`src/rtl/sdr_seq_pkg.sv`:
```
package sdr_seq_pkg;

    // {cs_n, ras_n, cas_n, we_n}
    typedef enum logic [3:0] {
        CMD_MRS = 4'b0000,
        CMD_REF = 4'b0001,
        CMD_PRE = 4'b0010,
        CMD_NOP = 4'b0111
    } sdr_cmd_e;

    typedef enum logic [3:0] {
        ST_PWRUP,
        ST_INIT_PRE,
        ST_INIT_TRP,
        ST_INIT_REF,
        ST_INIT_TRC,
        ST_INIT_MRS,
        ST_INIT_TMRD,
        ST_IDLE,
        ST_RF_PRE,
        ST_RF_TRP,
        ST_RF_REF,
        ST_RF_TRC
    } seq_state_e;

    function automatic int unsigned max2(input int unsigned a, input int unsigned b);
        return (a > b) ? a : b;
    endfunction

endpackage

```
`src/rtl/sdr_seq_timer.sv`:
```
module sdr_seq_timer #(
    parameter int unsigned W       = 8,
    parameter int unsigned RST_VAL = 0
) (
    input  logic         clk,
    input  logic         rst_n,
    input  logic         load,
    input  logic [W-1:0] load_val,
    output logic         done
);
    logic [W-1:0] cnt;

    always_ff @(posedge clk or negedge rst_n) begin
        if (!rst_n)
            cnt <= W'(RST_VAL);
        else if (load)
            cnt <= load_val;
        else if (cnt != '0)
            cnt <= cnt - 1'b1;
    end

    assign done = (cnt == '0);

endmodule

```
`src/rtl/sdr_seq_interval.sv`:
```
module sdr_seq_interval #(
    parameter int unsigned REFI_CYC = 2230,
    parameter int unsigned MAX_OWED = 8
) (
    input  logic clk,
    input  logic rst_n,
    input  logic run,
    input  logic take,
    output logic owed_any,
    output logic owed_full
);
    localparam int unsigned CW = (REFI_CYC > 2) ? $clog2(REFI_CYC) : 1;
    localparam int unsigned OW = $clog2(MAX_OWED + 1);
    localparam logic [CW-1:0] RELOAD = CW'(REFI_CYC - 1);
    localparam logic [OW-1:0] LIMIT  = OW'(MAX_OWED);

    logic [CW-1:0] cnt;
    logic [OW-1:0] owed;
    logic          tick;

    assign tick = run && (cnt == '0);

    always_ff @(posedge clk or negedge rst_n) begin
        if (!rst_n)
            cnt <= RELOAD;
        else if (run)
            cnt <= (cnt == '0) ? RELOAD : cnt - 1'b1;
    end

    always_ff @(posedge clk or negedge rst_n) begin
        if (!rst_n)
            owed <= '0;
        else begin
            unique case ({tick, take})
                2'b10:   if (owed != LIMIT) owed <= owed + 1'b1;
                2'b01:   owed <= owed - 1'b1;
                default: owed <= owed;
            endcase
        end
    end

    assign owed_any  = (owed != '0);
    assign owed_full = (owed == LIMIT);

endmodule

```
`src/rtl/sdram_upkeep.sv`:
```
module sdram_upkeep
    import sdr_seq_pkg::*;
#(
    parameter int unsigned CLK_MHZ     = 143,
    parameter int unsigned PWRUP_US    = 100,
    parameter int unsigned PWRUP_CYC   = CLK_MHZ * PWRUP_US,
    parameter int unsigned REFI_MARGIN = 4,
    parameter int unsigned REFI_CYC    = (CLK_MHZ * 15625) / 1000 - REFI_MARGIN,
    parameter int unsigned TRP_CYC     = 3,
    parameter int unsigned TRC_CYC     = 10,
    parameter int unsigned TMRD_CYC    = 2,
    parameter int unsigned INIT_REFS   = 8,
    parameter int unsigned MAX_OWED    = 8,
    parameter int unsigned ROW_W       = 12,
    parameter int unsigned BANK_W      = 2,
    parameter int unsigned AP_BIT      = 10,
    parameter logic [ROW_W-1:0] MODE_WORD = ROW_W'(12'h032)
) (
    input  logic              clk,
    input  logic              rst_n,
    input  logic              grant_i,
    input  logic              bank_open_i,
    output logic [3:0]        cmd_o,
    output logic [ROW_W-1:0]  addr_o,
    output logic [BANK_W-1:0] ba_o,
    output logic              ready_o,
    output logic              busy_o,
    output logic              req_o,
    output logic              urgent_o
);
    localparam int unsigned TMAX = max2(max2(PWRUP_CYC, TRC_CYC), max2(TRP_CYC, TMRD_CYC));
    localparam int unsigned TW   = $clog2(TMAX + 1);
    localparam int unsigned RW   = $clog2(INIT_REFS + 1);
    localparam logic [TW-1:0] LD_TRP  = TW'(TRP_CYC - 2);
    localparam logic [TW-1:0] LD_TRC  = TW'(TRC_CYC - 2);
    localparam logic [TW-1:0] LD_TMRD = TW'(TMRD_CYC - 2);
    localparam logic [RW-1:0] REFS_LAST = RW'(INIT_REFS);
    localparam logic [ROW_W-1:0] PRE_ALL_ADDR = ROW_W'(1) << AP_BIT;

    seq_state_e    state, nxt;
    logic [RW-1:0] ref_cnt;
    logic          ready_q;
    logic          t_load;
    logic [TW-1:0] t_val;
    logic          t_done;
    logic          take;
    logic          owed_any;
    logic          owed_full;

    sdr_seq_timer #(
        .W       (TW),
        .RST_VAL (PWRUP_CYC - 1)
    ) u_gap (
        .clk      (clk),
        .rst_n    (rst_n),
        .load     (t_load),
        .load_val (t_val),
        .done     (t_done)
    );

    sdr_seq_interval #(
        .REFI_CYC (REFI_CYC),
        .MAX_OWED (MAX_OWED)
    ) u_refi (
        .clk       (clk),
        .rst_n     (rst_n),
        .run       (ready_q),
        .take      (take),
        .owed_any  (owed_any),
        .owed_full (owed_full)
    );

    // State register and the few counters that follow it
    always_ff @(posedge clk or negedge rst_n) begin
        if (!rst_n) begin
            state   <= ST_PWRUP;
            ref_cnt <= '0;
            ready_q <= 1'b0;
        end else begin
            state <= nxt;
            if (state == ST_INIT_REF)
                ref_cnt <= ref_cnt + 1'b1;
            if (state == ST_INIT_TMRD && t_done)
                ready_q <= 1'b1;
        end
    end

    // Next state, timer loads and refresh retirement
    always_comb begin
        nxt    = state;
        t_load = 1'b0;
        t_val  = '0;
        take   = 1'b0;
        unique case (state)
            ST_PWRUP:     if (t_done) nxt = ST_INIT_PRE;
            ST_INIT_PRE: begin
                t_load = 1'b1;
                t_val  = LD_TRP;
                nxt    = ST_INIT_TRP;
            end
            ST_INIT_TRP:  if (t_done) nxt = ST_INIT_REF;
            ST_INIT_REF: begin
                t_load = 1'b1;
                t_val  = LD_TRC;
                nxt    = ST_INIT_TRC;
            end
            ST_INIT_TRC: begin
                if (t_done)
                    nxt = (ref_cnt == REFS_LAST) ? ST_INIT_MRS : ST_INIT_REF;
            end
            ST_INIT_MRS: begin
                t_load = 1'b1;
                t_val  = LD_TMRD;
                nxt    = ST_INIT_TMRD;
            end
            ST_INIT_TMRD: if (t_done) nxt = ST_IDLE;
            ST_IDLE: begin
                if (owed_any && grant_i) begin
                    take = 1'b1;
                    nxt  = bank_open_i ? ST_RF_PRE : ST_RF_REF;
                end
            end
            ST_RF_PRE: begin
                t_load = 1'b1;
                t_val  = LD_TRP;
                nxt    = ST_RF_TRP;
            end
            ST_RF_TRP:    if (t_done) nxt = ST_RF_REF;
            ST_RF_REF: begin
                t_load = 1'b1;
                t_val  = LD_TRC;
                nxt    = ST_RF_TRC;
            end
            ST_RF_TRC:    if (t_done) nxt = ST_IDLE;
            default:      nxt = ST_PWRUP;
        endcase
    end

    // Outputs decoded from the state
    always_comb begin
        cmd_o  = CMD_NOP;
        addr_o = '0;
        ba_o   = '0;
        unique case (state)
            ST_INIT_PRE, ST_RF_PRE: begin
                cmd_o  = CMD_PRE;
                addr_o = PRE_ALL_ADDR;
            end
            ST_INIT_REF, ST_RF_REF: cmd_o = CMD_REF;
            ST_INIT_MRS: begin
                cmd_o  = CMD_MRS;
                addr_o = MODE_WORD;
            end
            default: cmd_o = CMD_NOP;
        endcase
        ready_o  = ready_q;
        busy_o   = (state != ST_IDLE);
        req_o    = (state == ST_IDLE) && owed_any;
        urgent_o = (state == ST_IDLE) && owed_any && owed_full;
    end

endmodule

```
`config.mk`:
```
export PLATFORM = sky130hd
export DESIGN_NAME = sdram_upkeep
export DESIGN_NICKNAME = d
export VERILOG_FILES = /design/src/rtl/sdr_seq_pkg.sv /design/src/rtl/sdr_seq_timer.sv /design/src/rtl/sdr_seq_interval.sv /design/src/rtl/sdram_upkeep.sv
export SDC_FILE = /design/constraint.sdc
export NUM_CORES = 1
export LEC_CHECK = 0
export ABC_AREA = 1
export BUFFER_PORTS_ARGS = -buffer_cell sky130_fd_sc_hd__buf_2
export CORE_ASPECT_RATIO = 0.75
export CORE_UTILIZATION = 55
export DETAILED_ROUTE_END_ITERATION = 10
export HOLD_SLACK_MARGIN = 0.15
export PLACE_DENSITY = 0.87
export SYNTH_ARGS = -nofsm -noshare
export SYNTH_HDL_FRONTEND = slang
export SYNTH_SLANG_ARGS = --single-unit
```
`constraint.sdc`:
```
create_clock -name clk -period 3.21 [get_ports clk]
set_clock_uncertainty 0.1 [all_clocks]
set_input_delay 0.8025 -clock clk [delete_from_list [all_inputs] [get_ports clk]]
set_output_delay 0.8025 -clock clk [all_outputs]
set_load 0.01 [all_outputs]
```
==> results of run 1 <==
[power groups by stage]
stage          Combinational, mW  Sequential, mW  Clock [mW]
3_3_place_gp              0.0183           0.501           0
6_report                  0.0177           0.492       0.317
5_1_grt                   0.0214           0.492       0.347
2_1_floorplan             0.0168           0.501           0
3_5_place_dp              0.0186           0.501           0
4_1_cts                   0.0186           0.492       0.326
[cell families (layout without fill, tap and decap cells)]
logic type,after synthesis,count (layout),share of synthesized area (%)
adder cells (fa/ha/maj),7,7,3.491
AND/OR/NAND/NOR,154,154,29.33
flip-flops,39,39,39.75
AO/OA/AOI/OAI,52,52,11.37
XOR/XNOR,7,7,2.444
other,1,11,0.1495
buffers and inverters,73,79,13.47
[cells in the final DEF (no fill, tap or decap)]
cell type | Yosys | final
nand3_2 | 1 | 1
or2_2 | 1 | 1
o21ai_1 | 2 | 2
nand2_4 | 2 | 2
o211ai_1 | 1 | 1
dfstp_2 | 17 | 17
clkbuf_1 | 0 | 3
nor3_1 | 7 | 7
nand3b_1 | 2 | 2
o22ai_1 | 1 | 1
nor2_8 | 2 | 2
o21ai_0 | 23 | 23
nand4_1 | 2 | 2
nor2_1 | 46 | 46
nand3_4 | 1 | 1
xor2_1 | 5 | 5
clkbuf_8 | 0 | 5
nand3_1 | 21 | 21
nand2_2 | 6 | 6
nand2_1 | 55 | 55
nor2_4 | 1 | 1
o21a_1 | 1 | 1
a211oi_1 | 1 | 1
inv_2 | 6 | 6
o21bai_1 | 1 | 1
o211ai_2 | 1 | 1
a21oi_1 | 18 | 18
inv_1 | 50 | 50
buf_2 | 1 | 14
xnor2_1 | 2 | 2
a31oi_1 | 2 | 2
a22o_1 | 1 | 1
inv_4 | 1 | 1
ha_1 | 7 | 7
nor2_2 | 3 | 3
or2_1 | 1 | 1
dfrtp_1 | 22 | 22
nor4_1 | 3 | 3
conb_1 | 1 | 11
[worst max-delay path by stage]
| stage | end | slack [ps] |
|---|---|---|
| floorplan | cmd_o[2] | 1050 |
| global placement | u_refi.owed[2]$_DFFE_PN0P_ | 850 |
| detailed placement | u_refi.owed[2]$_DFFE_PN0P_ | 720 |
| CTS | cmd_o[2] | 480 |
| global route | cmd_o[2] | 290 |
| finish | cmd_o[2] | 460 |
[Yosys cell counts, drive strengths merged]
| master | number | share of area [%] |
|---|---|---|
| nand2 | 63 | 11 |
| inv | 57 | 8.6 |
| nor2 | 52 | 9.7 |
| o21ai | 25 | 5.0 |
| nand3 | 23 | 5.3 |
| dfrtp | 22 | 22 |
| a21oi | 18 | 3.6 |
| dfstp | 17 | 18 |
| buf | 16 | 4.8 |
| ha | 7 | 3.5 |
| nor3 | 7 | 1.4 |
| xor2 | 5 | 1.7 |
| nor4 | 3 | 0.75 |
| a31oi | 2 | 0.50 |
| nand3b | 2 | 0.60 |
| nand4 | 2 | 0.50 |
| o211ai | 2 | 0.80 |
| or2 | 2 | 0.50 |
| xnor2 | 2 | 0.70 |
| a211oi | 1 | 0.30 |
| a22o | 1 | 0.35 |
| conb | 1 | 0.15 |
| o21a | 1 | 0.30 |
| o21bai | 1 | 0.30 |
| o22ai | 1 | 0.25 |
[routing by layer]
metal / up-vias / track usage (%)
met4: 0 / 8.673
met1: 955 / 30.36
met2: 48 / 33.94
met5: - / 0
li1: 1063 / -
met3: 7 / 4.511
[registers in the layout, summed over array words and instances (netlist names)]
name and flops:
ref_cnt 4, ready_o 1, u_refi.owed 4, state 4
u_gap.cnt 14, u_refi.cnt 12
[area by class of cell]
type | instances | area share, %
Multi-Input combinational cell | 231 | 45.81
Sequential cell | 39 | 37.72
Inverter | 57 | 8.187
Clock buffer | 8 | 3.029
Timing Repair Buffer | 14 | 2.650
Tap cell | 55 | 2.603
[metrics by stage]
| stage | utilization (%) | instances | setup WS [ps] | power (mW) | area (um^2) |
|---|---|---|---|---|---|
| 5_1_grt | 62.89 | 404 | 285.5 | 0.8600 | 2644 |
| 2_1_floorplan | - | 343 | 1054 | 0.5177 | 2546 |
| 6_report | 62.89 | 404 | 460.2 | 0.8267 | 2644 |
| 3_3_place_gp | 60.98 | 396 | 848.7 | 0.5191 | 2564 |
| 3_5_place_dp | 60.98 | 396 | 716.3 | 0.5195 | 2564 |
| 4_1_cts | 62.89 | 404 | 476.2 | 0.8364 | 2644 |
==> metrics.yaml, run 1 <==
placement:
  gp_congestion: 0.9219
  hpwl_um: 3526
  numPortBuffers: 14
setup_path:
  ff2ff_setup_slack_ps: 680
  crit_start: "state[3]$_DFFE_PN0P_"
  worstSetupPathType: "reg -> out"
  crit_arrival_ps: 1850
  endpoint_kind: "primary output"
  worst-endpoint-required_ps: 2310
  crit_slowest_cell: "dfrtp_1"
  crit_buf_inv: 4
  timing.rr.start: "u_refi.cnt[0]$_DFFE_PN1P_"
  r2r_end: "u_refi.owed[2]$_DFFE_PN0P_"
  r2r_cells: 15
  cpLargestDelayFamily: "simple AND/OR/NAND/NOR gates"
  crit_top_cell: "nor2_1"
  slowest_delay_ps: 590
  startpoint_type: "register"
  crit_chain: "inv_2 > nor2_1 > inv_1 > nor2_1 > nor2_1 > nand2_2 > inv_4 > buf_2"
  critical_path_depth: 8
  critPathMaxFanout: 10
clocking:
  clk_latency_ps: 290
  numCtsBuffers: 5
  root_buffer: "clkbuf_8"
  clk_pin_slew_ps: 70
  htree_levels: 2
  cts-hold-fix-buffers: 0
  clock_path_buffers: 2
  cts_resized: 0
  post_cts_buffers: 0
  cts_num_sinks: 39
  tritoncts: "built"
global_route:
  track_usage_pct: 21.82
  grt_max_degree: 40
  grt_antenna_before_repair: 0
  grt_pass1_vias: 1828
  grt_pass1_wl_um: 7935
  globalRoute.totalOverflow: 0
drt:
  top_layer: "met4"
  met2_length_um: 1951
  drt_iter0_markers: 123
  wl_um: 4613
  avgRoutedWirePerCell_um: 11.42
  m1WireLength_um: 2387
  drc_errors: 0
  dr_wl_met3_um: 203
  postRouteAntennaNets: 0
  drt-pass1-iter-count: 4
  vias: 2073
  vias_per_cell: 5.131
yosys:
  ys_types: 39
  syn_area_um2: 2509
  synth_area_per_cell_um2: 7.534
  yosysSeqAreaShare_pct: 39.75
  synth_seq_cells: 39
  synth_warnings: 0
  synth_cells: 333
sta:
  tns_ps: 0
  min_period_over_period_pct: 85.66
  hold-worst-slack_ps: 367.0
  period_minus_slack_ps: 2750
  hold_viol_final: 0
  drv_slew: 0
  relSlewSlack_pct: 45.12
  max_freq_ghz: 0.3637
  rsz0062_at_grt: "false"
  worst_pin_slew_ps: 823.1
  finalSetupViolations: 0
power_and_ir_drop:
  clockPowerShare_pct: 38.3
  p_switching_mw: 0.1786
  p_comb_share_pct: 2.1
  cell_internal_pwr_mw: 0.6481
  power.density_nw_per_um2: 312.7
  seqPwrFrac_pct: 59.6
  leakage_nw: 1.411
  swShare_pct: 21.60
  peakVddDrop_v: 0.0002349
die:
  initial_core_util_pct: 59.67
  fp.dieArea_um2: 4838
  die_y_um: 60.49
  rows: 20
  die_w_um: 79.99
  io_pins: 26
  coreArea_um2: 4204
cells_and_area:
  seq_area_um2: 997.2
  multi_input_area_um2: 1211
  fin_nets: 359
  area_growth_pct: 5.387
  final.fill_count: 365
  n_antenna_cell: 0
  drive_gt1_share_pct: 17.48
hold_path:
  whs_endpoint: "u_gap.cnt[11]$_DFFE_PN0P_"
  hp-start: "u_gap.cnt[11]$_DFFE_PN0P_"
  hp-class: "reg -> reg"
  whs_path_depth: 1
flow_run:
  max_cap_viol_count: 0
run_status:
  outcome: "completed"
Power figures use the tool's default switching activity.
==> run 2: changes to the inputs <==
- CORE_UTILIZATION: 55 -> 53
- PLACE_DENSITY: 0.87 -> 0.88
- SKIP_CTS_REPAIR_TIMING: unset -> 1
- clock period: 3.21 -> 2.5 ns (I/O delays scaled with it)
==> run 2 against run 1 <==
Against the previous run: total power increased by 42%; hold slack got worse by 28 ps; first-iteration DRC count is 60% higher; setup slack lost 330 ps; non-clock buffer count is 6 higher; sequential cell count did not move; critical path depth unchanged; register-to-register slack got worse by 430 ps; clock-buffer cell count is 3 lower; cell count increased by 2.0%; via count rose by 2.0%; core utilization fell by 1.9 points; largest cell class unchanged.
==> metrics.yaml, run 2 (synthesis gave the netlist of run 1 again) <==
run_status:
  outcome: "completed"
drt:
  wl_um: 4998
  drc_errors: 0
  vias_per_cell: 5.131
  postRouteAntennaNets: 0
  drt-pass1-iter-count: 4
  vias: 2114
  avgRoutedWirePerCell_um: 12.13
  drt_iter0_markers: 197
setup_path:
  ff2ff_setup_slack_ps: 250
  worstSetupPathType: "reg -> out"
  critPathMaxFanout: 10
  endpoint_kind: "primary output"
  crit_arrival_ps: 1640
  startpoint_type: "register"
  worst-endpoint-required_ps: 1770
sta:
  drv_slew: 0
  finalSetupViolations: 0
  max_freq_ghz: 0.4220
  relSlewSlack_pct: 43.28
  rsz0062_at_grt: "false"
  period_minus_slack_ps: 2369
  worst_pin_slew_ps: 850.8
  hold_viol_final: 0
  min_period_over_period_pct: 94.78
  hold-worst-slack_ps: 338.8
global_route:
  grt_pass1_vias: 1785
  grt_pass1_wl_um: 7955
  grt_antenna_before_repair: 0
  globalRoute.totalOverflow: 0
  track_usage_pct: 20.92
  grt_max_degree: 40
clocking:
  tritoncts: "built"
  clock_path_buffers: 2
  htree_levels: 2
  clk_latency_ps: 290
  clk_pin_slew_ps: 80
  numCtsBuffers: 5
  cts_num_sinks: 39
  root_buffer: "clkbuf_8"
cells_and_area:
  fin_area_um2: 2740
  layout_commonest_cell: "nand2_1"
  final.fill_count: 369
  regMostFlops: "u_gap.cnt"
  n_antenna_cell: 0
  largest_register_ffs: 14
  final_cell_mix: "nand2_1 (55), inv_1 (50), nor2_1 (45)"
  final_cells: 412
  drive_gt1_share_pct: 20.85
  area_growth_pct: 9.227
  fin_nets: 365
  top_regs: "u_gap.cnt: 14 flops, u_refi.cnt: 12 flops"
flow_run:
  max_cap_viol_count: 0
placement:
  gp_congestion: 0.9306
  placed_cell_area_um2: 2574
  numPortBuffers: 14
  place_inst: 399
  hpwl_um: 3625
die:
  coreArea_um2: 4493
  rows: 21
  initial_core_util_pct: 55.83
  fp.dieArea_um2: 5015
  io_pins: 26
  die_y_um: 61.58
  die_w_um: 81.44
power_and_ir_drop:
  peakVddDrop_v: 0.0003545
  power.density_nw_per_um2: 429.6
  leakage_nw: 1.475
hold_path:
  hp-class: "in -> async"
## run 2: cell types whose count changed in the layout (fill, tap and decap cells not counted), sizes merged
cell / before / now
clkinv: 0 / 2
clkbuf: 8 / 5
buf: 14 / 20
bufinv: 0 / 1
## run 2: final cells by class
type,count,area (um^2),area share [%]
clock buffer,5,68.82,2.511
clock inverter,3,43.79,1.598
inverter,57,216.5,7.900
multi-input combinational,231,1224,44.66
sequential,39,1001,36.53
tap,57,71.32,2.603
timing repair buffer,20,115.1,4.201
## run 2: worst max-delay path, stage by stage, from the launching register on
cell and delay [ps]:
dfrtp_2 470, buf_4 180, nor2_8 140, inv_2 60
nor2_4 140, nor2_2 70, nand2_4 90, inv_4 60
buf_2 140
## run 2: per-stage QoR
| stage | util (%) | TNS (ps) | power, mW | setup WS, ps |
|---|---|---|---|---|
| global route | 60.99 | 0 | 1.225 | 29.19 |
| detailed placement | 57.28 | 0 | 0.6665 | 290.3 |
| floorplan | - | 0 | 0.6647 | 345.2 |
| CTS | 59.79 | -87.98 | 1.194 | -87.98 |
| global placement | 57.28 | 0 | 0.6666 | 377.2 |
| finish | 60.99 | 0 | 1.177 | 130.6 |
## run 2: path summary, 6_finish.rpt
| path | startpoint | end | cells after the start |
|---|---|---|---|
| max | state[3]$_DFFE_PN0P_ | cmd_o[2] | 8 |
| min | rst_n | u_gap.cnt[2]$_DFFE_PN0P_ | 1 |
| max reg2reg | u_refi.cnt[0]$_DFFE_PN1P_ | u_refi.owed[2]$_DFFE_PN0P_ | 15 |
| min reg2reg | u_gap.cnt[11]$_DFFE_PN0P_ | u_gap.cnt[11]$_DFFE_PN0P_ | 1 |
| max in group asynchronous | rst_n | state[0]$_DFFE_PN0P_ | 1 |
| min in group clk | u_gap.cnt[11]$_DFFE_PN0P_ | u_gap.cnt[11]$_DFFE_PN0P_ | 1 |
## run 2: per-layer routing
layer | vias to the layer above | routed length (um) | track usage [%]
met1 | 963 | 2411 | 30.62
met5 | - | 0 | 0
met4 | 0 | 76 | 4.082
li1 | 1074 | - | -
met2 | 69 | 2180 | 31.90
met3 | 8 | 328 | 4.593
## run 2: power breakdown
| part | switching (mW) | total [mW] | internal [mW] |
|---|---|---|---|
| Clock | 0.225 | 0.523 | 0.297 |
| Sequential | 0 | 0.632 | 0.632 |
| Combinational | 0.0208 | 0.0227 | 0.00188 |
| Total | 0.246 | 1.18 | 0.931 |
==> run 3: changes to the inputs <==
- REMOVE_ABC_BUFFERS: unset -> 1
==> run 3 against run 2 <==
Against the previous run: combinational power hardly changed; first-iteration DRC count shrank 11%; total power is 8.5% higher; sequential power barely moved; critical path type unchanged; highest routed layer unchanged.
==> metrics.yaml, run 3 (synthesis gave the netlist of run 1 again) <==
die:
  fp.dieArea_um2: 5015
  initial_core_util_pct: 55.83
  rows: 21
  coreArea_um2: 4493
  io_pins: 26
  die_w_um: 81.44
  die_y_um: 61.58
clocking:
  root_buffer: "clkbuf_8"
  clk_latency_ps: 290
  numCtsBuffers: 5
  clk_pin_slew_ps: 80
  tritoncts: "built"
  htree_levels: 2
  cts_num_sinks: 39
  clock_path_buffers: 2
drt:
  vias_per_cell: 5.140
  drc_errors: 0
  postRouteAntennaNets: 0
  avgRoutedWirePerCell_um: 11.57
  drt_iter0_markers: 176
  vias: 2097
  wl_um: 4720
  drt-pass1-iter-count: 4
cells_and_area:
  n_antenna_cell: 0
  largest_register_ffs: 14
  regMostFlops: "u_gap.cnt"
  final.fill_count: 374
  area_growth_pct: 9.327
  fin_nets: 361
  layout_commonest_cell: "nand2_1"
  post-route-util_pct: 61.04
  drive_gt1_share_pct: 19.94
  final_cell_mix: "nand2_1 (55), inv_1 (50), nor2_1 (44)"
  top_regs: "u_gap.cnt: 14 flops, u_refi.cnt: 12 flops"
setup_path:
  ff2ff_setup_slack_ps: 300
  timing.rr.start: "u_refi.cnt[0]$_DFFE_PN1P_"
  r2r_end: "u_refi.owed[2]$_DFFE_PN0P_"
  worstSetupPathType: "reg -> out"
  endpoint: "cmd_o[2]"
  crit_start: "state[3]$_DFFE_PN0P_"
  endpoint_kind: "primary output"
  worst-endpoint-required_ps: 1770
  crit_arrival_ps: 1720
  startpoint_type: "register"
  critPathMaxFanout: 10
  r2r_cells: 15
global_route:
  track_usage_pct: 19.73
  grt_pass1_vias: 1667
  grt_antenna_before_repair: 0
  grt_max_degree: 40
  grt_pass1_wl_um: 7369
  globalRoute.totalOverflow: 0
sta:
  min_period_over_period_pct: 97.82
  finalSetupViolations: 0
  drv_slew: 0
  period_minus_slack_ps: 2446
  relSlewSlack_pct: 43.26
  worst_pin_slew_ps: 851.1
  hold-worst-slack_ps: 335.7
  max_freq_ghz: 0.4089
  hold_viol_final: 0
power_and_ir_drop:
  total_power_mw: 1.278
  leakage_nw: 1.448
  power.density_nw_per_um2: 465.8
  peakVddDrop_v: 0.0003255
run_status:
  outcome: "completed"
placement:
  gp_congestion: 0.9210
  numPortBuffers: 14
  hpwl_um: 3470
flow_run:
  max_cap_viol_count: 0
hold_path:
  hp-class: "in -> async"
-- run 3: layout make-up --
| class | count | area, um^2 | share of cell area (%) |
|---|---|---|---|
| sequential | 39 | 1001 | 36.50 |
| clock buffer | 6 | 72.57 | 2.646 |
| timing repair buffer | 16 | 97.59 | 3.558 |
| clock inverter | 2 | 60.06 | 2.190 |
| inverter | 57 | 219.0 | 7.984 |
| multi-input combinational | 231 | 1221 | 44.53 |
| tap | 57 | 71.32 | 2.600 |
-- run 3: report_power, final --
part | switching, mW | total, mW | leakage [nW] | internal (mW)
clock network | 0.224 | 0.623 | 0.0654 | 0.399
logic | 0.0208 | 0.0226 | 0.927 | 0.00188
registers | 0 | 0.632 | 0.455 | 0.632
total | 0.245 | 1.28 | 1.45 | 1.03
-- run 3: worst min path at each step --
stage                           endpoint  depth (start not counted)                      start  slack [ps]
3_3_place_gp   u_gap.cnt[11]$_DFFE_PN0P_                          1  u_gap.cnt[11]$_DFFE_PN0P_         360
3_5_place_dp   u_gap.cnt[11]$_DFFE_PN0P_                          1  u_gap.cnt[11]$_DFFE_PN0P_         360
5_1_grt        u_gap.cnt[11]$_DFFE_PN0P_                          1  u_gap.cnt[11]$_DFFE_PN0P_         390
6_report       u_gap.cnt[11]$_DFFE_PN0P_                          1                      rst_n         340
4_1_cts         u_gap.cnt[2]$_DFFE_PN0P_                          1                      rst_n         360
2_1_floorplan        ready_o$_DFFE_PN0P_                          0                      rst_n         230
-- run 3: worst max-delay path, stage by stage (launching register included) --
cell,delay [ps]
dfrtp_2,460
buf_12,150
nor2_8,140
inv_2,70
nor2_4,150
nor2_2,80
nand2_4,130
clkinv_4,100
buf_2,150
-- run 3: layer usage --
| layer | global-route usage, % | routed length, um | up-vias | share of wire, % |
|---|---|---|---|---|
| met1 | 27.37 | 2318 | 948 | 49 |
| met4 | 8.418 | 63 | 0 | 1.3 |
| met5 | 0 | 0 | - | 0 |
| met3 | 4.148 | 260 | 7 | 5.5 |
| li1 | - | - | 1075 | - |
| met2 | 30.00 | 2077 | 67 | 44 |
-- run 3: through the flow --
step	TNS [ps]	worst slack, ps	cell area (um^2)	instances
2_1_floorplan	0	242.9	2425	327
3_3_place_gp	0	379.9	2574	399
3_5_place_dp	0	298.2	2574	399
4_1_cts	-75.20	-75.20	2706	407
5_1_grt	-12.03	-12.03	2743	408
6_report	0	54.48	2743	408
